`src/rtl/flash_cmd_pkg.sv`:
```
package flash_cmd_pkg;
  localparam logic [31:0] UNLOCK_KEY  = 32'hF123F456;
  localparam logic [31:0] CRC_POLY    = 32'h04C11DB7;
  localparam logic [31:0] ERASED_WORD = 32'hFFFFFFFF;

  localparam logic [4:0] CMD_NONE  = 5'd0;
  localparam logic [4:0] CMD_ERASE = 5'd1;
  localparam logic [4:0] CMD_SIGN  = 5'd2;

  localparam logic [1:0] FOP_READ  = 2'd0;
  localparam logic [1:0] FOP_WRITE = 2'd1;
  localparam logic [1:0] FOP_ERASE = 2'd2;

  localparam logic [3:0] RA_STATUS = 4'd0;
  localparam logic [3:0] RA_IE     = 4'd1;
  localparam logic [3:0] RA_CMD    = 4'd2;
  localparam logic [3:0] RA_KEY    = 4'd3;
  localparam logic [3:0] RA_ADDR0  = 4'd4;
  localparam logic [3:0] RA_ADDR1  = 4'd5;
  localparam logic [3:0] RA_DATA0  = 4'd6;
  localparam logic [3:0] RA_DATA1  = 4'd7;
  localparam logic [3:0] RA_SIG    = 4'd8;

  typedef enum logic [1:0] {M_ERASE, M_SIGN, M_WRITE} seq_mode_e;

  // one 32-bit word folded into the running CRC, MSB first
  function automatic logic [31:0] crc32_word(input logic [31:0] c, input logic [31:0] d);
    logic [31:0] r;
    r = c;
    for (int i = 31; i >= 0; i--) begin
      if (r[31] ^ d[i]) r = {r[30:0], 1'b0} ^ CRC_POLY;
      else              r = {r[30:0], 1'b0};
    end
    return r;
  endfunction
endpackage

```
`src/rtl/flash_cmd_regs.sv`:
```
module flash_cmd_regs
  import flash_cmd_pkg::*;
#(
  parameter int FL_AW      = 8,
  parameter int PAGE_BYTES = 64
) (
  input  logic             clk,
  input  logic             rst,
  input  logic             bus_wr,
  input  logic             bus_rd,
  input  logic [3:0]       bus_addr,
  input  logic [31:0]      bus_wdata,
  output logic [31:0]      bus_rdata,
  output logic             bus_rvalid,
  output logic             irq,
  input  logic             seq_idle,
  input  logic             cmd_busy,
  input  logic             wr_closed,
  input  logic             almost_pulse,
  input  logic             done_pulse,
  input  logic             err_pulse,
  input  logic [31:0]      sig_val,
  output logic             start_erase,
  output logic             start_sign,
  output logic             start_write,
  output logic [FL_AW-1:0] addr0_q,
  output logic [FL_AW-1:0] addr1_q,
  output logic [31:0]      data0_q,
  output logic [31:0]      data1_q,
  output logic             key_armed,
  output logic [4:0]       status_q,
  output logic [2:0]       ie_q
);
  localparam int PG_LSB = $clog2(PAGE_BYTES);

  logic [4:0] cmd_q;
  logic       wr_pend, done_f, almost_f, err_f;
  logic       is_cmd, can_run, range_ok, cmd_reject, d1_hit, st_clr;
  logic [4:0] code;

  always_comb begin
    is_cmd      = bus_wr && (bus_addr == RA_CMD);
    code        = bus_wdata[4:0];
    can_run     = seq_idle && !wr_pend;
    range_ok    = addr1_q[FL_AW-1:PG_LSB] >= addr0_q[FL_AW-1:PG_LSB];
    start_erase = is_cmd && (code == CMD_ERASE) && key_armed && can_run;
    start_sign  = is_cmd && (code == CMD_SIGN) && key_armed && can_run && range_ok;
    cmd_reject  = is_cmd && (code != CMD_NONE) && !start_erase && !start_sign;
    d1_hit      = bus_wr && (bus_addr == RA_DATA1) && !wr_closed;
    start_write = seq_idle && (d1_hit || wr_pend);
    st_clr      = bus_rd && (bus_addr == RA_STATUS);
    status_q    = {err_f, almost_f, done_f, wr_closed, cmd_busy};
  end

  always_ff @(posedge clk) begin
    if (rst) begin
      cmd_q <= '0; ie_q <= '0; key_armed <= 1'b0; wr_pend <= 1'b0;
      addr0_q <= '0; addr1_q <= '0; data0_q <= '0; data1_q <= '0;
    end else begin
      if (is_cmd) cmd_q <= code;
      if (bus_wr && bus_addr == RA_IE) ie_q <= bus_wdata[2:0];
      if (bus_wr && bus_addr == RA_KEY) key_armed <= (bus_wdata == UNLOCK_KEY);
      else if (is_cmd && code != CMD_NONE) key_armed <= 1'b0;
      if (bus_wr && !wr_closed) begin
        if (bus_addr == RA_ADDR0) addr0_q <= bus_wdata[FL_AW-1:0];
        if (bus_addr == RA_ADDR1) addr1_q <= bus_wdata[FL_AW-1:0];
        if (bus_addr == RA_DATA0) data0_q <= bus_wdata;
        if (bus_addr == RA_DATA1) data1_q <= bus_wdata;
      end
      if (start_write)  wr_pend <= 1'b0;
      else if (d1_hit)  wr_pend <= 1'b1;
    end
  end

  // sticky flags: a set in the same cycle as a clearing read wins
  always_ff @(posedge clk) begin
    if (rst) begin
      done_f <= 1'b0; almost_f <= 1'b0; err_f <= 1'b0; irq <= 1'b0;
    end else begin
      done_f   <= (done_f   && !st_clr) || done_pulse;
      almost_f <= (almost_f && !st_clr) || almost_pulse;
      err_f    <= (err_f    && !st_clr) || err_pulse || cmd_reject;
      irq      <= (ie_q[0] && done_f) || (ie_q[1] && almost_f) || (ie_q[2] && err_f);
    end
  end

  always_ff @(posedge clk) begin
    if (rst) begin
      bus_rvalid <= 1'b0; bus_rdata <= '0;
    end else begin
      bus_rvalid <= bus_rd;
      if (bus_rd) begin
        case (bus_addr)
          RA_STATUS: bus_rdata <= {27'd0, status_q};
          RA_IE:     bus_rdata <= {29'd0, ie_q};
          RA_CMD:    bus_rdata <= {27'd0, cmd_q};
          RA_ADDR0:  bus_rdata <= 32'(addr0_q);
          RA_ADDR1:  bus_rdata <= 32'(addr1_q);
          RA_DATA0:  bus_rdata <= data0_q;
          RA_DATA1:  bus_rdata <= data1_q;
          RA_SIG:    bus_rdata <= sig_val;
          default:   bus_rdata <= '0;
        endcase
      end
    end
  end
endmodule

```
`src/rtl/flash_cmd_seq.sv`:
```
module flash_cmd_seq
  import flash_cmd_pkg::*;
#(
  parameter int FL_AW      = 8,
  parameter int PAGE_BYTES = 64
) (
  input  logic                          clk,
  input  logic                          rst,
  input  logic                          start_erase,
  input  logic                          start_sign,
  input  logic                          start_write,
  input  logic [FL_AW-3:0]              addr0_w,
  input  logic [FL_AW-$clog2(PAGE_BYTES)-1:0] last_pg,
  input  logic [31:0]                   data0,
  input  logic [31:0]                   data1,
  output logic                          seq_idle,
  output logic                          cmd_busy,
  output logic                          wr_closed,
  output logic                          almost_pulse,
  output logic                          done_pulse,
  output logic                          err_pulse,
  output logic [31:0]                   sig_q,
  output logic                          fl_req,
  output logic [1:0]                    fl_op,
  output logic [FL_AW-1:0]              fl_addr,
  output logic [31:0]                   fl_wdata,
  input  logic                          fl_done,
  input  logic [31:0]                   fl_rdata
);
  localparam int PG_LSB = $clog2(PAGE_BYTES);
  localparam int WL     = PG_LSB - 2;
  localparam int WA     = FL_AW - 2;

  typedef enum logic [2:0] {S_IDLE, S_ERASE, S_ERASE_W, S_READ, S_READ_W,
                            S_WRITE, S_WRITE_W, S_END} st_e;
  st_e         st;
  seq_mode_e   mode;
  logic [WA-1:0] cur, last;
  logic [31:0] crc;
  logic        err_acc, half;

  assign seq_idle = (st == S_IDLE);

  always_ff @(posedge clk) begin
    if (rst) begin
      st <= S_IDLE; mode <= M_ERASE; cur <= '0; last <= '0; crc <= '0;
      err_acc <= 1'b0; half <= 1'b0; sig_q <= '0;
      cmd_busy <= 1'b0; wr_closed <= 1'b0;
      almost_pulse <= 1'b0; done_pulse <= 1'b0; err_pulse <= 1'b0;
      fl_req <= 1'b0; fl_op <= FOP_READ; fl_addr <= '0; fl_wdata <= '0;
    end else begin
      fl_req <= 1'b0; almost_pulse <= 1'b0; done_pulse <= 1'b0; err_pulse <= 1'b0;
      case (st)
        S_IDLE: begin
          if (start_erase) begin
            mode <= M_ERASE; cmd_busy <= 1'b1; st <= S_ERASE;
            cur  <= {addr0_w[WA-1:WL], {WL{1'b0}}};
            last <= {addr0_w[WA-1:WL], {WL{1'b1}}};
          end else if (start_sign) begin
            mode <= M_SIGN; cmd_busy <= 1'b1; st <= S_READ; crc <= 32'hFFFFFFFF;
            cur  <= {addr0_w[WA-1:WL], {WL{1'b0}}};
            last <= {last_pg, {WL{1'b1}}};
          end else if (start_write) begin
            mode <= M_WRITE; wr_closed <= 1'b1; st <= S_WRITE;
            cur <= addr0_w; half <= 1'b0;
          end
        end
        S_ERASE: begin
          fl_req <= 1'b1; fl_op <= FOP_ERASE; fl_addr <= {cur, 2'b00};
          st <= S_ERASE_W;
        end
        S_ERASE_W: if (fl_done) st <= S_READ;
        S_READ: begin
          fl_req <= 1'b1; fl_op <= FOP_READ; fl_addr <= {cur, 2'b00};
          st <= S_READ_W;
        end
        S_READ_W: if (fl_done) begin
          if (mode == M_ERASE) begin
            if (fl_rdata != ERASED_WORD) err_acc <= 1'b1;
          end else if (cur == last) begin
            sig_q <= crc;
            if (fl_rdata != crc) err_acc <= 1'b1;
          end else begin
            crc <= crc32_word(crc, fl_rdata);
          end
          if (cur == last) st <= S_END;
          else begin cur <= cur + 1'b1; st <= S_READ; end
        end
        S_WRITE: begin
          fl_req <= 1'b1; fl_op <= FOP_WRITE; fl_addr <= {cur, 2'b00};
          fl_wdata <= half ? data1 : data0;
          if (half) begin almost_pulse <= 1'b1; wr_closed <= 1'b0; end
          st <= S_WRITE_W;
        end
        S_WRITE_W: if (fl_done) begin
          if (!half) begin half <= 1'b1; cur <= cur + 1'b1; st <= S_WRITE; end
          else st <= S_END;
        end
        S_END: begin
          done_pulse <= 1'b1; err_pulse <= err_acc; err_acc <= 1'b0;
          cmd_busy <= 1'b0; st <= S_IDLE;
        end
        default: st <= S_IDLE;
      endcase
    end
  end
endmodule

```
`src/rtl/flash_cmd_ctrl.sv`:
```
module flash_cmd_ctrl
  import flash_cmd_pkg::*;
#(
  parameter int FL_AW      = 8,
  parameter int PAGE_BYTES = 64
) (
  input  logic             clk,
  input  logic             rst,
  input  logic             bus_wr,
  input  logic             bus_rd,
  input  logic [3:0]       bus_addr,
  input  logic [31:0]      bus_wdata,
  output logic [31:0]      bus_rdata,
  output logic             bus_rvalid,
  output logic             irq,
  output logic             fl_req,
  output logic [1:0]       fl_op,
  output logic [FL_AW-1:0] fl_addr,
  output logic [31:0]      fl_wdata,
  input  logic             fl_done,
  input  logic [31:0]      fl_rdata
);
  localparam int PG_LSB = $clog2(PAGE_BYTES);

  logic             seq_idle, cmd_busy, wr_closed, almost_pulse, done_pulse, err_pulse;
  logic             start_erase, start_sign, start_write, key_armed;
  logic [31:0]      sig_val, data0_q, data1_q;
  logic [FL_AW-1:0] addr0_q, addr1_q;
  logic [4:0]       status_q;
  logic [2:0]       ie_q;

  flash_cmd_regs #(.FL_AW(FL_AW), .PAGE_BYTES(PAGE_BYTES)) u_regs (
    .clk(clk), .rst(rst), .bus_wr(bus_wr), .bus_rd(bus_rd), .bus_addr(bus_addr),
    .bus_wdata(bus_wdata), .bus_rdata(bus_rdata), .bus_rvalid(bus_rvalid), .irq(irq),
    .seq_idle(seq_idle), .cmd_busy(cmd_busy), .wr_closed(wr_closed),
    .almost_pulse(almost_pulse), .done_pulse(done_pulse), .err_pulse(err_pulse),
    .sig_val(sig_val), .start_erase(start_erase), .start_sign(start_sign),
    .start_write(start_write), .addr0_q(addr0_q), .addr1_q(addr1_q),
    .data0_q(data0_q), .data1_q(data1_q), .key_armed(key_armed),
    .status_q(status_q), .ie_q(ie_q)
  );

  flash_cmd_seq #(.FL_AW(FL_AW), .PAGE_BYTES(PAGE_BYTES)) u_seq (
    .clk(clk), .rst(rst), .start_erase(start_erase), .start_sign(start_sign),
    .start_write(start_write), .addr0_w(addr0_q[FL_AW-1:2]),
    .last_pg(addr1_q[FL_AW-1:PG_LSB]), .data0(data0_q), .data1(data1_q),
    .seq_idle(seq_idle), .cmd_busy(cmd_busy), .wr_closed(wr_closed),
    .almost_pulse(almost_pulse), .done_pulse(done_pulse), .err_pulse(err_pulse),
    .sig_q(sig_val), .fl_req(fl_req), .fl_op(fl_op), .fl_addr(fl_addr),
    .fl_wdata(fl_wdata), .fl_done(fl_done), .fl_rdata(fl_rdata)
  );
endmodule

```
`config.mk`:
```
export PLATFORM = sky130hd
export DESIGN_NAME = flash_cmd_ctrl
export DESIGN_NICKNAME = d
export VERILOG_FILES = /design/src/rtl/flash_cmd_pkg.sv /design/src/rtl/flash_cmd_regs.sv /design/src/rtl/flash_cmd_seq.sv /design/src/rtl/flash_cmd_ctrl.sv
export SDC_FILE = /design/constraint.sdc
export NUM_CORES = 1
export LEC_CHECK = 0
export ABC_AREA = 1
export BUFFER_PORTS_ARGS = -buffer_cell sky130_fd_sc_hd__buf_2
export CORE_MARGIN = 2
export CORE_UTILIZATION = 40
export DETAILED_ROUTE_END_ITERATION = 10
export SYNTH_ARGS = -nofsm -noshare
export SYNTH_HDL_FRONTEND = slang
export SYNTH_SLANG_ARGS = --single-unit
```
`constraint.sdc`:
```
create_clock -name clk -period 2.41 [get_ports clk]
set_input_delay 0.241 -clock clk [delete_from_list [all_inputs] [get_ports clk]]
set_output_delay 0.241 -clock clk [all_outputs]
set_load 0.005 [all_outputs]
```
# Word level (Yosys, flattened, before mapping)
# Index checks and enable logic that the tools add are counted.
[word_totals]
inputBits = 73
regBits = 256
wordCells = 448
out_inout_bits = 77
[op_classes]
n_eq_ne = 37
add_sub_neg = 1
n_reduce_logical = 69
magnitude_cmp = 1
mux = 242
bitwise = 67
[op_table]
columns = ["cell", "count"]
rows = [
  ["two-way mux 32 bit", 161],
  ["two-way mux 27 bit", 32],
  ["NOT 14 bit", 32],
  ["one-hot mux 32 bit (8 select lines)", 1],
  ["one-hot mux 32 bit (2 select lines)", 1],
  ["two-way mux 6 bit", 9],
  ["equality test 32 bit (second input constant)", 1],
  ["!= test 32 bit", 1],
  ["!= test 32 bit (second input constant)", 1],
  ["XOR 1 bit", 32],
  ["logical AND 1 bit", 25],
  ["one-hot mux 3 bit (8 select lines)", 1],
  ["two-way mux 3 bit", 7],
  ["two-way mux 1 bit", 20],
  ["!= test 2 bit (second input constant)", 10],
  ["one-hot mux 6 bit (3 select lines)", 1],
  ["equality test 4 x 3 -> 1 bit (second input constant)", 4],
  ["AND reduction 5 bit", 3],
  ["AND reduction 2 bit", 7],
  ["nonzero test 2 bit", 7],
  ["equality test 3 bit (second input constant)", 4],
  ["AND reduction 6 bit", 2],
  ["nonzero test 3 bit", 3],
  ["equality test 4 x 2 -> 1 bit (second input constant)", 2],
  ["26 further kinds", 50],
]

# Longest topological paths before layout
# Gate-level depths: netlist (run 1).
[depth]
depth_word = 223
depth_mapped = 30
depth_no_buf = 30

# By module
# From an unflattened synthesis (run 1), not the netlist that was laid out.
[unflattened]
hier_cells = 2440
hier_area_um2 = 15875.2
[modules_own_cells]
columns = ["mod", "cells_each", "instances", "area_each_um2"]
rows = [
  ["flash_cmd_seq", 1606, 1, 10152.2],
  ["flash_cmd_regs", 834, 1, 5723.0],
]

# Least setup slack after synthesis (run 1)
# Ideal clock, no wire load.
[synth_timing]
path_kind = "flip-flop to flip-flop"
start = "register u_seq.crc[31]"
end = "register u_seq.crc[13]"
arrival_ns = 2.476
stages_incl_launch_ff = 26
required_ns = 2.297
setup_slack_ns = -0.179
path_buffers = 0
path_cell_list = "dfxtp_1 -> nand2_1 -> nand2_4 -> nand2_4 -> nand2_8 -> nand2_4 -> nand2_2 -> nand2_2 -> nand2_4 -> nand2_2 -> nand2_2 -> nand2_1 -> nand2_1 -> nand2_2 -> nand2_4 -> nand2_2 -> nand2_2 -> nand2_2 -> nand2_4 -> nand2_1 -> nand2_2 -> nand2_1 -> nand2_1 -> nor2_1 -> o21ai_1 -> inv_1"
[synth_via]
elab_chain_cells = 200
elab_cells_between_ends = 238
classes_between = "mux: 191; bitwise: 47"
[synth_lines]
columns = ["element", "line_no", "rtl"]
rows = [
  ["start: declaration", "flash_cmd_seq.sv:39", "logic [31:0] crc;"],
  ["start signal: assignment", "flash_cmd_seq.sv:84", "crc <= crc32_word(crc, fl_rdata);"],
  ["XOR 1 bit (*)", "flash_cmd_pkg.sv:31", "if (r[31] ^ d[i]) r = {r[30:0], 1'b0} ^ CRC_POLY;"],
  ["two-way mux 27 bit (*)", "flash_cmd_pkg.sv:31", ""],
  ["two-way mux 32 bit (*)", "flash_cmd_seq.sv:80", "end else if (cur == last) begin"],
  ["two-way mux 32 bit (*)", "flash_cmd_seq.sv:78", "if (mode == M_ERASE) begin"],
  ["two-way mux 32 bit (*)", "flash_cmd_seq.sv:77", "S_READ_W: if (fl_done) begin"],
  ["two-way mux 32 bit (*)", "flash_cmd_seq.sv:53", "case (st)"],
  ["two-way mux 32 bit (*)", "flash_cmd_seq.sv:45", "if (rst) begin"],
  ["NOT 14 bit (no line)", "--", ""],
  ["[... 184 more ...]", "--", ""],
  ["two-way mux 32 bit (*)", "flash_cmd_seq.sv:77", ""],
  ["two-way mux 32 bit (*)", "flash_cmd_seq.sv:53", ""],
  ["two-way mux 32 bit (*)", "flash_cmd_seq.sv:45", ""],
  ["two-way mux 27 bit (*)", "flash_cmd_pkg.sv:31", ""],
  ["two-way mux 32 bit (*)", "flash_cmd_seq.sv:80", ""],
  ["two-way mux 32 bit (*)", "flash_cmd_seq.sv:78", ""],
  ["two-way mux 32 bit (*)", "flash_cmd_seq.sv:77", ""],
  ["one-hot mux 32 bit (2 select lines) (*)", "flash_cmd_seq.sv:53", ""],
]
# Every way passes the cells marked *; elsewhere a longest branch is shown, timed or not. The select of a mux whose other input is x is not followed.
# A chain may end at the register's enable or synchronous reset.

# Worst setup path in the final report (run 1)
[layout_timing]
start = "register u_seq.crc[27]"
end = "register u_seq.crc[7]"
[layout_via]
elab_chain_cells = 193
elab_cells_between_ends = 226
classes_between = "mux: 187; bitwise: 39"
[layout_lines]
columns = ["element", "line_no"]
rows = [
  ["two-way mux 32 bit (*)", "flash_cmd_seq.sv:80"],
  ["two-way mux 32 bit (*)", "flash_cmd_seq.sv:78"],
  ["two-way mux 32 bit (*)", "flash_cmd_seq.sv:77"],
  ["two-way mux 32 bit (*)", "flash_cmd_seq.sv:53"],
  ["two-way mux 32 bit (*)", "flash_cmd_seq.sv:45"],
  ["two-way mux 32 bit (*)", "flash_cmd_seq.sv:80"],
  ["two-way mux 32 bit (*)", "flash_cmd_seq.sv:78"],
  ["two-way mux 32 bit (*)", "flash_cmd_seq.sv:77"],
  ["[... 177 more ...]", "--"],
  ["two-way mux 32 bit (*)", "flash_cmd_seq.sv:53"],
  ["two-way mux 32 bit (*)", "flash_cmd_seq.sv:45"],
  ["NOT 14 bit (no line) or XOR 1 bit (tied branches)", "--"],
  ["two-way mux 27 bit (*)", "flash_cmd_pkg.sv:31"],
  ["two-way mux 32 bit (*)", "flash_cmd_seq.sv:80"],
  ["two-way mux 32 bit (*)", "flash_cmd_seq.sv:78"],
  ["two-way mux 32 bit (*)", "flash_cmd_seq.sv:77"],
  ["one-hot mux 32 bit (2 select lines) (*)", "flash_cmd_seq.sv:53"],
]
# Marked as above.

==> summary.md, run 1 <==
| Metric | Value |
|---|---|
| Max Fclk | 0.324 GHz |
| Worst r2r src | u_seq.crc[27]$_SDFFE_PP0P_ |
| Failing checks | negative setup slack |
| Synth area leader | dfxtp_1 |
| Vias | 18,400 |
| Net Sw Frac | 0.442 |
| Hold_ws | 16.0 ps |
| Later-pin clock latency in the skew report | 550 ps |
| Post-synth top flop | dfxtp_1 |
| Max_slew headroom | 0.520 |
| Pre-CTS setup slack | -1050 ps |
| # diodes | 0 |
| Critical Path Start Type | register |
| Final cell count without fillers | 3,495 |
| Sw power | 0.00949 W |
| Final wirelength | 68,700 um |
| Tcrit/Tclk final | 1.28 |
| Dpl cells | 3,363 |
| Drt wl/cell | 19.7 um |
| Chip width | 202 um |
| Arrival @ worst endpoint | 3560 ps |
| IO Port Bufs | 147 |
| All-Layer GR Usage | 0.324 |
| Yosys cell types | 48 |
| CP Data Required Time | 2880 ps |
| Post-synth EDFFs | 0 |
| CTS tree | done |
| CP Capture Type | register |
| Crit path max fanout | 6 |
| Flop pwr share | 0.207 |
| Clock Power Share | 0.199 |
| Worst R2R Setup Slack | -670 ps |
| Status | finished with violations |
| Setup Skew | 17.6 ps |
| Cells after Synth | 2,473 |
| Worst Hold Class | in2reg |
| ANT nets after route | 0 |
| # rows | 72 |
| I/O Pins | 150 |
| Commonest non-fill, non-tap cell in the layout | nand2_1 |
| Leakage | 10.8 nW |
| Setup violations, final | 32 |
| Vias/cell | 5.25 |
| Slew Viols, Final | 0 |
| CTS clk-pin slew, worst paths | 70 ps |
| TritonCTS Sinks | 253 |
| Largest net degree at the start of global routing | 68 |
| DRC viols | 0 |
| Ys async rst share | 0 |
| Drt initial violations | 1,336 |
| RSZ-0062 raised after global routing | true |
| Sequential area share after synthesis | 0.322 |
| Final worst slack | -674 ps |
| Starting density of the core | 0.406 |
| Final-layout fill cell count | 3,644 |
| Num CTS Buffers | 26 |
| Hold Path Cell Cnt | 3 |
| Worst Setup EP | u_seq.crc[7]$_SDFFE_PP0P_ |
| TNS Setup | -17,980 ps |
| Average size of a mapped cell | 6.37 sq um |
| Most used cells in the layout excluding fill and tap cells | nand2_1 (524), buf_4 (346), inv_1 (247) |
| PwrDens | 906 nW/um^2 |
| Comb pwr share | 0.594 |
| CORE AREA | 38,700 sq um |
| Layout Utilization | 0.612 |
| Hold Fails Final Rpt | 0 |
| R2R cell count | 27 |
| Setup CP Type | reg2reg |
| Area growth syn-to-layout | 50.5% |
| Initial antenna violation count | 2 |
| Post-Syn Area | 15,700 sq um |
| Max-Cap Viols | 0 |
| Share of the synthesized area in the top cell type | 0.322 |
| Peak supply drop | 0.577 mV |
| #FFs+latches synth | 253 |
| Final worst path period need | 3080 ps |
| GRT overflow | 0 |
| Number of H-tree levels | 1 |
| Setup crit start | u_seq.crc[27]$_SDFFE_PP0P_ |
| Ys Warns | 0 |
| Post-DP HPWL | 52,900 um |
| GPL Wtd Cong | 1.07 |
| Worst slew pin tran | 720 ps |
| Die area | 41,000 sq um |
| Vias in the first global route | 17,400 |
| Global-route wire length before repair | 102,000 um |
| CTS Root Cell | clkbuf_16 |
| Die height | 202 um |
| Reg2reg end | u_seq.crc[7]$_SDFFE_PP0P_ |
| CTS max path bufs | 3 |
| Synth top area cells | dfxtp_1 (32%), nand2_1 (18%), a21oi_1 (7.0%) |
| NumNets Final | 3,035 |
| P_int | 0.0120 W |
| First-pass DRT Iterations | 5 |
| Share of cells above drive strength 1 | 0.382 |
state kept, by name, summed over array words and instances, names as in the netlist, 2 cells and up:
signal            flops
u_seq.fl_addr         6
u_seq.crc            32
u_seq.last            3
u_seq.fl_op           2
u_regs.ie_q           3
u_regs.cmd_q          5
u_regs.data0_q       32
u_seq.fl_wdata       32
u_regs.addr0_q        8
u_regs.addr1_q        8
u_seq.st              3
u_regs.bus_rdata     32
u_seq.sig_q          32
u_seq.cur             6
u_seq.mode            2
u_regs.data1_q       32
routing by layer:
layer  vias to the layer above  track usage  wire length [um]
met5                         -            0                28
met4                         4        0.165              3920
met3                       170       0.0368              4020
met2                       675        0.563             33200
met1                      8533        0.395             27500
li1                       8977            -                 -
cells in the mapped netlist (28+ instances only):
cell type,n
clkbuf_1,82
nand3_1,214
inv_1,261
nand2_4,29
nand2_1,751
nand2_2,74
inv_2,37
a21oi_1,221
nor2_1,104
o21ai_0,183
o221ai_1,28
xor2_1,79
dfxtp_1,253
power groups by stage:
stage               Combinational [W]  Clock [W]  Sequential, W
floorplan                     0.00552          0        0.00454
global placement              0.00922          0        0.00454
detailed placement            0.00926          0        0.00454
CTS                            0.0107    0.00431        0.00444
global route                   0.0137    0.00450        0.00446
finish                         0.0128    0.00428        0.00444
worst max-delay path: stages (launching register included):
cell and delay, ps:
dfxtp_4 390, inv_4 90, nand2_4 60, nand2_4 120
nand2_2 70, nand2_4 120, inv_4 60, nand2_4 80
nand2_4 80, buf_4 140, buf_4 130, xor2_2 150
buf_4 150, inv_1 60, nand2_1 70, nand2_2 90
inv_1 60, nand2_2 100, nand2_4 100, buf_12 150
nand2_1 70, nand2_2 60, buf_4 140, nand2_4 60
nand2_1 50, nand2_1 70, nand3_2 130, a21oi_2 150
layout make-up:
cell class / count / area (sq um) / share of cell area
Clock buffer: 38 / 767 / 0.0324
Tap cell: 518 / 648 / 0.0273
Sequential cell: 253 / 5110 / 0.216
Timing Repair Buffer: 543 / 3990 / 0.168
Inverter: 302 / 1190 / 0.0501
Multi-Input combinational cell: 1831 / 11900 / 0.501
Clock inverter: 10 / 134 / 0.00565
how the worst min path moves through the flow:
stage	startpoint	slack [ps]	end
finish	bus_wdata[31]	20	u_regs.data1_q[31]$_SDFFE_PP0P_
global route	bus_wdata[31]	10	u_regs.data1_q[31]$_SDFFE_PP0P_
CTS	bus_wdata[30]	0.3	u_regs.data1_q[30]$_SDFFE_PP0P_
detailed placement	u_seq.almost_pulse$_SDFF_PP0_	430	u_regs.almost_f$_SDFF_PP0_
global placement	u_seq.almost_pulse$_SDFF_PP0_	420	u_regs.almost_f$_SDFF_PP0_
floorplan	bus_wdata[3]	380	u_regs.cmd_q[3]$_SDFFE_PP0P_
timing repair:
action | 4_1_cts | 5_1_grt
hold buffers | 9 | 0
endpoints found under the setup margin | 32 | 36
resized for setup | 267 | 323
pin swaps | 91 | 152
buffers inserted | 45 | 34
hold endpoints to repair | 9 | 0
kinds of logic after synthesis:
| logic type | synth area share |
|---|---|
| compound gates | 0.169 |
| xor+xnor | 0.0550 |
| fa+ha+maj | 0.00397 |
| buf+inv | 0.0942 |
| flops | 0.322 |
| other cells | 0.000238 |
| simple gates | 0.356 |
metrics by stage:
step / instance area [sq um] / power, W
floorplan: 16000 / 0.0101
global placement: 19500 / 0.0138
detailed placement: 19500 / 0.0138
CTS: 22000 / 0.0194
global route: 23700 / 0.0226
finish: 23700 / 0.0215
No activity file was read; power rests on OpenSTA's default activity.
==> run 2: changes to the inputs <==
Settings changed: ABC_AREA 1 to not set.
==> run 2 against run 1 <==
  * The run still ends with negative setup slack left
  * Synthesized cell count shrank 39%
  * Sequential power about the same
  * Die area decreased by 14%
  * Design area fell by 18%
  * Total power up 51%
  * Critical path depth shrank 16
  * Setup slack got worse by 340 ps
  * Via count decreased by 31%
  * Non-clock buffer count fell by 71
  * Hold slack improved by 48 ps
  * Fmax is 9.9% lower
  * Critical endpoint is now u_seq.crc[13]$_SDFFE_PP0P_
  * Largest power group unchanged
==> summary.md, run 2 <==
| Metric | Value |
|---|---|
| Setup CP Type | reg2reg (unchanged) |
| Status | finished with violations (unchanged) |
| Tcrit/Tclk final | 1.42 (was 1.28) |
| Max_slew headroom | 0.472 (was 0.520) |
| Most used cells in the layout excluding fill and tap cells | nand2_1 (243), dfxtp_1 (237), buf_4 (228) (was nand2_1 (524), buf_4 (346), inv_1 (247)) |
| Crit path largest cell delay | 520 ps (was 390 ps) |
| CP delay by family, top | XOR/XNOR gates (was simple AND/OR/NAND/NOR gates) |
| Final cell count without fillers | 2,371 (was 3,495) |
| Failing checks | negative setup slack (unchanged) |
| Post-synth top flop | dfxtp_1 (unchanged) |
| Die height | 187 um (was 202 um) |
| NumNets Final | 1,982 (was 3,035) |
| CORE AREA | 33,300 sq um (was 38,700 sq um) |
| Max-Cap Viols | 0 (unchanged) |
| GPL Wtd Cong | 0.931 (was 1.07) |
| Worst slew pin tran | 791 ps (was 720 ps) |
| Global-route wire length before repair | 70,800 um (was 102,000 um) |
| #FFs+latches synth | 253 (unchanged) |
| PwrDens | 1670 nW/um^2 (was 906 nW/um^2) |
| Final wirelength | 46,100 um (was 68,700 um) |
| CTS max path bufs | 3 (unchanged) |
| Vias | 12,600 (was 18,400) |
| Initial antenna violation count | 1 (was 2) |
| ANT nets after route | 0 (unchanged) |
| CP bufs+invs | 2 (was 9) |
| CTS Root Cell | clkbuf_16 (unchanged) |
| TritonCTS Sinks | 253 (unchanged) |
| Vias/cell | 5.32 (was 5.25) |
| Post-synth top cells | dfxtp_1 (253), nand2_1 (243), a21oi_1 (173) (was nand2_1 (751), inv_1 (261), dfxtp_1 (253)) |
| Cells after Synth | 1,506 (was 2,473) |
| Post-DP HPWL | 32,700 um (was 52,900 um) |
| RSZ-0062 raised after global routing | true (unchanged) |
| Slew Viols, Final | 0 (unchanged) |
| # rows | 67 (was 72) |
| Worst Hold Class | in2reg (unchanged) |
| First-pass DRT Iterations | 6 (was 5) |
| I/O Pins | 150 (unchanged) |
| CP max stage cell | xor3_4 (was dfxtp_4) |
| Post-synth EDFFs | 0 (unchanged) |
| Area growth syn-to-layout | 44.4% (was 50.5%) |
| Average size of a mapped cell | 8.92 sq um (was 6.37 sq um) |
| Post-Syn Area | 13,400 sq um (was 15,700 sq um) |
| DRC viols | 0 (unchanged) |
| Yosys cell types | 60 (was 48) |
| Critical Path Start Type | register (unchanged) |
| Post-DP Area | 16,700 sq um (was 19,500 sq um) |
| Num CTS Buffers | 26 (unchanged) |
| Drt wl/cell | 19.4 um (was 19.7 um) |
| Finished Cell Area | 19,400 sq um (was 23,700 sq um) |
| Worst-path cell chain | xnor2_4, buf_6, xnor3_2, xor2_4, xor3_4, xnor2_4, xnor2_2, buf_4, xnor3_1, xor2_1, a211oi_1 |
| Final worst path period need | 3420 ps (was 3080 ps) |
| Commonest non-fill, non-tap cell in the layout | nand2_1 (unchanged) |
| Largest net degree at the start of global routing | 81 (was 68) |
| Share of cells above drive strength 1 | 0.340 (was 0.382) |
| Crit path max fanout | 4 (was 6) |
| Later-pin clock latency in the skew report | 530 ps (was 550 ps) |
| All-Layer GR Usage | 0.257 (was 0.324) |
| Synth area leader | dfxtp_1 (unchanged) |
| Sequential area share after synthesis | 0.377 (was 0.322) |
| CP Capture Type | register (unchanged) |
| Synth top area cells | dfxtp_1 (38%), xnor2_1 (9.8%), nand2_1 (6.8%) (was dfxtp_1 (32%), nand2_1 (18%), a21oi_1 (7.0%)) |
| IO Port Bufs | 147 (unchanged) |
| CP Data Required Time | 2830 ps (was 2880 ps) |
| Number of H-tree levels | 1 (unchanged) |
| GRT overflow | 0 (unchanged) |
| Final-layout fill cell count | 2,876 (was 3,644) |
| CTS clk-pin slew, worst paths | 70 ps (about the same) |
| Peak supply drop | 1.61 mV (was 0.577 mV) |
| Die area | 35,100 sq um (was 41,000 sq um) |
| CTS tree | done (unchanged) |
| Most frequent CP cell | xnor2_4 (was nand2_4) |
| Arrival @ worst endpoint | 3850 ps (was 3560 ps) |
| Setup violations, final | 32 (unchanged) |
| Starting density of the core | 0.404 (was 0.406) |
| Most numerous cell in the Yosys netlist | dfxtp_1 (was nand2_1) |
| Setup Skew | 12.1 ps (was 17.6 ps) |
| Max Fclk | 0.292 GHz (was 0.324 GHz) |
| Ys Warns | 0 (unchanged) |
| Vias in the first global route | 12,200 (was 17,400) |
| Share of the synthesized area in the top cell type | 0.377 (was 0.322) |
| Final worst slack | -1010 ps (was -674 ps) |
| Drt initial violations | 1,190 (was 1,336) |
| Ys async rst share | 0 (unchanged) |
| Hold Fails Final Rpt | 0 (unchanged) |
| Leakage | 7.60 nW (was 10.8 nW) |
| Chip width | 187 um (was 202 um) |
| Dpl cells | 2,236 (was 3,363) |
[run 2: cell types whose count changed after synthesis, sizes merged, moves of 28 or more]
cell,delta
nand2,-613
inv,-292
nand3,-198
o21ai,-176
xnor2,+151
a211oi,+67
nor2,+52
a21oi,-48
mux2i,+44
xor2,-41
xnor3,+38
a222oi,+32
o221ai,-28
[run 2: worst register-to-register path: stages, from the launching register on]
cell      delay (ps)
dfxtp_4          380
xnor2_4          210
buf_6            120
xnor3_2          400
xor2_4           380
xor3_4           520
xnor2_4          220
xnor2_2          150
buf_4            160
xnor3_1          400
xor2_1           150
a211oi_1         230
[run 2: path summary, 6_finish.rpt]
check             slack, ps                          start  cells after the start                        endpoint
hold reg to reg         440  u_seq.almost_pulse$_SDFF_PP0_                      2      u_regs.almost_f$_SDFF_PP0_
setup / recovery      -1010     u_seq.crc[30]$_SDFFE_PP0P_                     11      u_seq.crc[13]$_SDFFE_PP0P_
hold / removal           60                   bus_wdata[7]                      3  u_regs.data0_q[7]$_SDFFE_PP0P_
setup reg to reg      -1010     u_seq.crc[30]$_SDFFE_PP0P_                     11      u_seq.crc[13]$_SDFFE_PP0P_
[run 2: final cells by class]
type | count | area [sq um] | area share
repair buffers | 472 | 3710 | 0.191
flip-flops and latches | 253 | 5110 | 0.263
inverters | 9 | 33.8 | 0.00174
diodes | 1 | 2.50 | 0.000129
clock inverters | 8 | 121 | 0.00626
well taps | 448 | 561 | 0.0289
clock buffers | 38 | 747 | 0.0385
multi-input cells | 1142 | 9120 | 0.470
[run 2: kinds of logic after synthesis]
group,count (synthesis),share of synthesized area
buf+inv,112,0.0349
fa+ha+maj,5,0.00466
mux,44,0.0328
xor+xnor,253,0.233
flops,253,0.377
simple gates,517,0.165
other cells,1,0.000279
compound gates,321,0.153
[run 2: stage by stage]
stage / setup slack, ps / hold slack [ps] / utilization / TNS, ps / total power (W)
2_1_floorplan: -919 / 377 / - / -22100 / 0.0168
3_3_place_gp: -1120 / 420 / 0.503 / -28610 / 0.0220
3_5_place_dp: -1060 / 431 / 0.503 / -29280 / 0.0219
4_1_cts: -916 / 37.6 / 0.571 / -24360 / 0.0301
5_1_grt: -1140 / 59.8 / 0.583 / -29290 / 0.0340
6_report: -1010 / 63.6 / 0.583 / -26290 / 0.0325
[run 2: per-layer routing]
metal,GRT usage,vias up,wire length [um],share of wire
met5,0,-,0,0
met4,0.0687,0,1330,0.029
met3,0.0321,75,3010,0.065
met2,0.416,465,21300,0.46
met1,0.361,6043,20500,0.44
li1,-,6028,-,-
[run 2: power breakdown]
| part | total (W) | internal [W] | switching (W) |
|---|---|---|---|
| Sequential | 0.00444 | 0.00435 | 0.0000889 |
| Combinational | 0.0239 | 0.0138 | 0.0101 |
| Clock | 0.00414 | 0.00246 | 0.00168 |
| Total | 0.0325 | 0.0206 | 0.0119 |
[run 2: repair_timing]
item                                   4_1_cts  5_1_grt
hold buffers                                26        0
buffers inserted                            54       25
cloned                                       0        0
endpoints found under the hold margin       52        0
setup endpoints to repair                   39       38
pin swaps                                   70       30
resized for setup                          137       48
==> run 3: changes to the inputs <==
Settings changed: CAP_MARGIN set to 10.
Clock period 2.41 ns to 3.75 ns, I/O delays scaled along.
==> run 3 against run 2 <==
  * The run now ends clean
  * Core utilization fell by 9.8 points
  * Die area did not move
  * Total power fell by 51%
  * Clock skew rose by 16 ps
  * Setup slack improved by 1200 ps
  * Largest power group unchanged
==> summary.md, run 3 (same netlist as run 2, synthesis figures left out) <==
| Metric | Value |
|---|---|
| Status | finished, final reports clean (was finished with violations) |
| Vias in the first global route | 10,800 (was 12,200) |
| GPL Wtd Cong | 0.921 (was 0.931) |
| CTS clk-pin slew, worst paths | 70 ps (about the same) |
| Reg2reg end | u_seq.crc[11]$_SDFFE_PP0P_ (was u_seq.crc[13]$_SDFFE_PP0P_) |
| Dpl cells | 2,115 (was 2,236) |
| Leakage | 6.04 nW (was 7.60 nW) |
| TritonCTS Sinks | 253 (unchanged) |
| # rows | 67 (unchanged) |
| Setup CP Type | reg2reg (unchanged) |
| Vias | 11,500 (was 12,600) |
| Max Fclk | 0.277 GHz (was 0.292 GHz) |
| CTS max path bufs | 3 (unchanged) |
| Critical Path Start Type | register (unchanged) |
| Hold Path Cell Cnt | 3 (unchanged) |
| TNS Setup | 0 ps (was -26,290 ps) |
| First-pass DRT Iterations | 6 (unchanged) |
| Finished Cell Area | 16,200 sq um (was 19,400 sq um) |
| Drt initial violations | 985 (was 1,190) |
| CTS Root Cell | clkbuf_16 (unchanged) |
| Hold Fails Final Rpt | 0 (unchanged) |
| Die area | 35,100 sq um (unchanged) |
| DRC viols | 0 (unchanged) |
| Slew Viols, Final | 0 (unchanged) |
| Final cell count without fillers | 2,160 (was 2,371) |
| Worst r2r src | u_seq.crc[28]$_SDFFE_PP0P_ (was u_seq.crc[30]$_SDFFE_PP0P_) |
| CP Data Required Time | 4160 ps (was 2830 ps) |
| R2R cell count | 9 (was 11) |
| Peak supply drop | 1.06 mV (was 1.61 mV) |
| Layout Utilization | 0.485 (was 0.583) |
| Max_slew headroom | 0.222 (was 0.472) |
| Commonest non-fill, non-tap cell in the layout | dfxtp_1 (was nand2_1) |
| Number of H-tree levels | 1 (unchanged) |
| Tcrit/Tclk final | 0.963 (was 1.42) |
| IO Port Bufs | 147 (unchanged) |
| Setup violations, final | 0 (was 32) |
| CORE AREA | 33,300 sq um (unchanged) |
| Arrival @ worst endpoint | 4020 ps (was 3850 ps) |
| I/O Pins | 150 (unchanged) |
| PwrDens | 990 nW/um^2 (was 1670 nW/um^2) |
| Hold buffer count at CTS | 0 (was 26) |
| ANT nets after route | 0 (unchanged) |
| Die height | 187 um (unchanged) |
| WHS Endpoint | u_regs.data0_q[29]$_SDFFE_PP0P_ (was u_regs.data0_q[7]$_SDFFE_PP0P_) |
| Post-DP Area | 15,200 sq um (was 16,700 sq um) |
| Setup Skew | 27.8 ps (was 12.1 ps) |
| All-Layer GR Usage | 0.231 (was 0.257) |
| Initial antenna violation count | 0 (was 1) |
| RSZ-0062 raised after global routing | false (was true) |
| Worst slew pin tran | 1170 ps (was 791 ps) |
| Starting density of the core | 0.404 (unchanged) |
| Largest net degree at the start of global routing | 100 (was 81) |
| Final-layout fill cell count | 3,223 (was 2,876) |
| GRT overflow | 0 (unchanged) |
| Crit path max fanout | 5 (was 4) |
| Max-Cap Viols | 0 (unchanged) |
| Drt wl/cell | 19.2 um (was 19.4 um) |
| Worst Hold Class | in2reg (unchanged) |
| Vias/cell | 5.33 (was 5.32) |
| Final wirelength | 41,500 um (was 46,100 um) |
| CTS tree | done (unchanged) |
| Most used cells in the layout excluding fill and tap cells | dfxtp_1 (249), nand2_1 (243), a21oi_1 (173) (was nand2_1 (243), dfxtp_1 (237), buf_4 (228)) |
| Final worst path period need | 3610 ps (was 3420 ps) |
| Chip width | 187 um (unchanged) |
| NumNets Final | 1,773 (was 1,982) |
| Total power draw | 0.0160 W (was 0.0325 W) |
| HP Start | bus_wdata[29] (was bus_wdata[7]) |
| Area growth syn-to-layout | 20.2% (was 44.4%) |
| Worst R2R Setup Slack | 140 ps (was -1010 ps) |
| Num CTS Buffers | 26 (unchanged) |
| Post-DP HPWL | 30,800 um (was 32,700 um) |
| Share of cells above drive strength 1 | 0.210 (was 0.340) |
| Global-route wire length before repair | 64,000 um (was 70,800 um) |
| CP Capture Type | register (unchanged) |
| Later-pin clock latency in the skew report | 540 ps (was 530 ps) |
==> run 3: cell types whose count changed in the layout (fill, tap and decap cells not counted), sizes merged <==
cell         before  now
inv               8    9
dlygate4sd3      26    0
clkbuf           38   37
buf             446  263
clkinv            5    4
bufinv            3    2
==> run 3: power by group <==
part	switching, W	internal (W)
Combinational	0.00451	0.00589
Sequential	0.000143	0.00280
Clock	0.00107	0.00158
==> run 3: timing repair <==
action	in CTS	in global routing
endpoints found under the setup margin	2	11
buffers inserted	0	0
pin swaps	0	2
gates resized for setup	1	8
==> run 3: worst max-delay path, cell delays in order, from the launching register on <==
cell	delay, ps
dfxtp_1	430
xnor2_2	150
xnor3_2	470
xnor3_2	420
xnor3_2	470
xnor2_4	200
xnor3_2	470
xnor3_2	460
xnor2_1	140
a211oi_1	270
==> run 3: worst max path at each step <==
stage | start | to | slack, ps | cells past startpoint
after detailed placement | fl_rdata[29] | u_seq.crc[23]$_SDFFE_PP0P_ | -80 | 10
after global routing | u_seq.crc[31]$_SDFFE_PP0P_ | u_seq.crc[11]$_SDFFE_PP0P_ | 10 | 11
after floorplan | u_seq.crc[31]$_SDFFE_PP0P_ | u_seq.crc[5]$_SDFFE_PP0P_ | 20 | 9
after CTS | u_seq.crc[31]$_SDFFE_PP0P_ | u_seq.crc[23]$_SDFFE_PP0P_ | 4 | 11
after global placement | fl_rdata[22] | u_seq.crc[23]$_SDFFE_PP0P_ | -50 | 11
final | u_seq.crc[28]$_SDFFE_PP0P_ | u_seq.crc[11]$_SDFFE_PP0P_ | 140 | 9
==> run 3: cell type report <==
type	count	area [sq um]	share of cell area
multi-input combinational	1142	7960	0.493
sequential	253	5070	0.314
timing repair buffer	263	1650	0.102
clock buffer	37	783	0.0485
tap	448	561	0.0347
clock inverter	7	91.3	0.00565
inverter	9	33.8	0.00209
antenna	1	2.50	0.000155
==> run 3: routing by layer <==
layer | wire length [um] | vias to the layer above | global-route usage
met5 | 0 | - | 0
met4 | 901 | 0 | 0.0571
met3 | 2760 | 51 | 0.0311
met2 | 18500 | 401 | 0.367
met1 | 19400 | 5461 | 0.332
li1 | - | 5607 | -
==> run 3: through the flow <==
stage	worst slack [ps]	hold slack [ps]
final	138	108
after CTS	3.71	88.9
after floorplan	17.6	413
after detailed placement	-79.3	433
after global routing	14.2	92.8
after global placement	-45.4	421
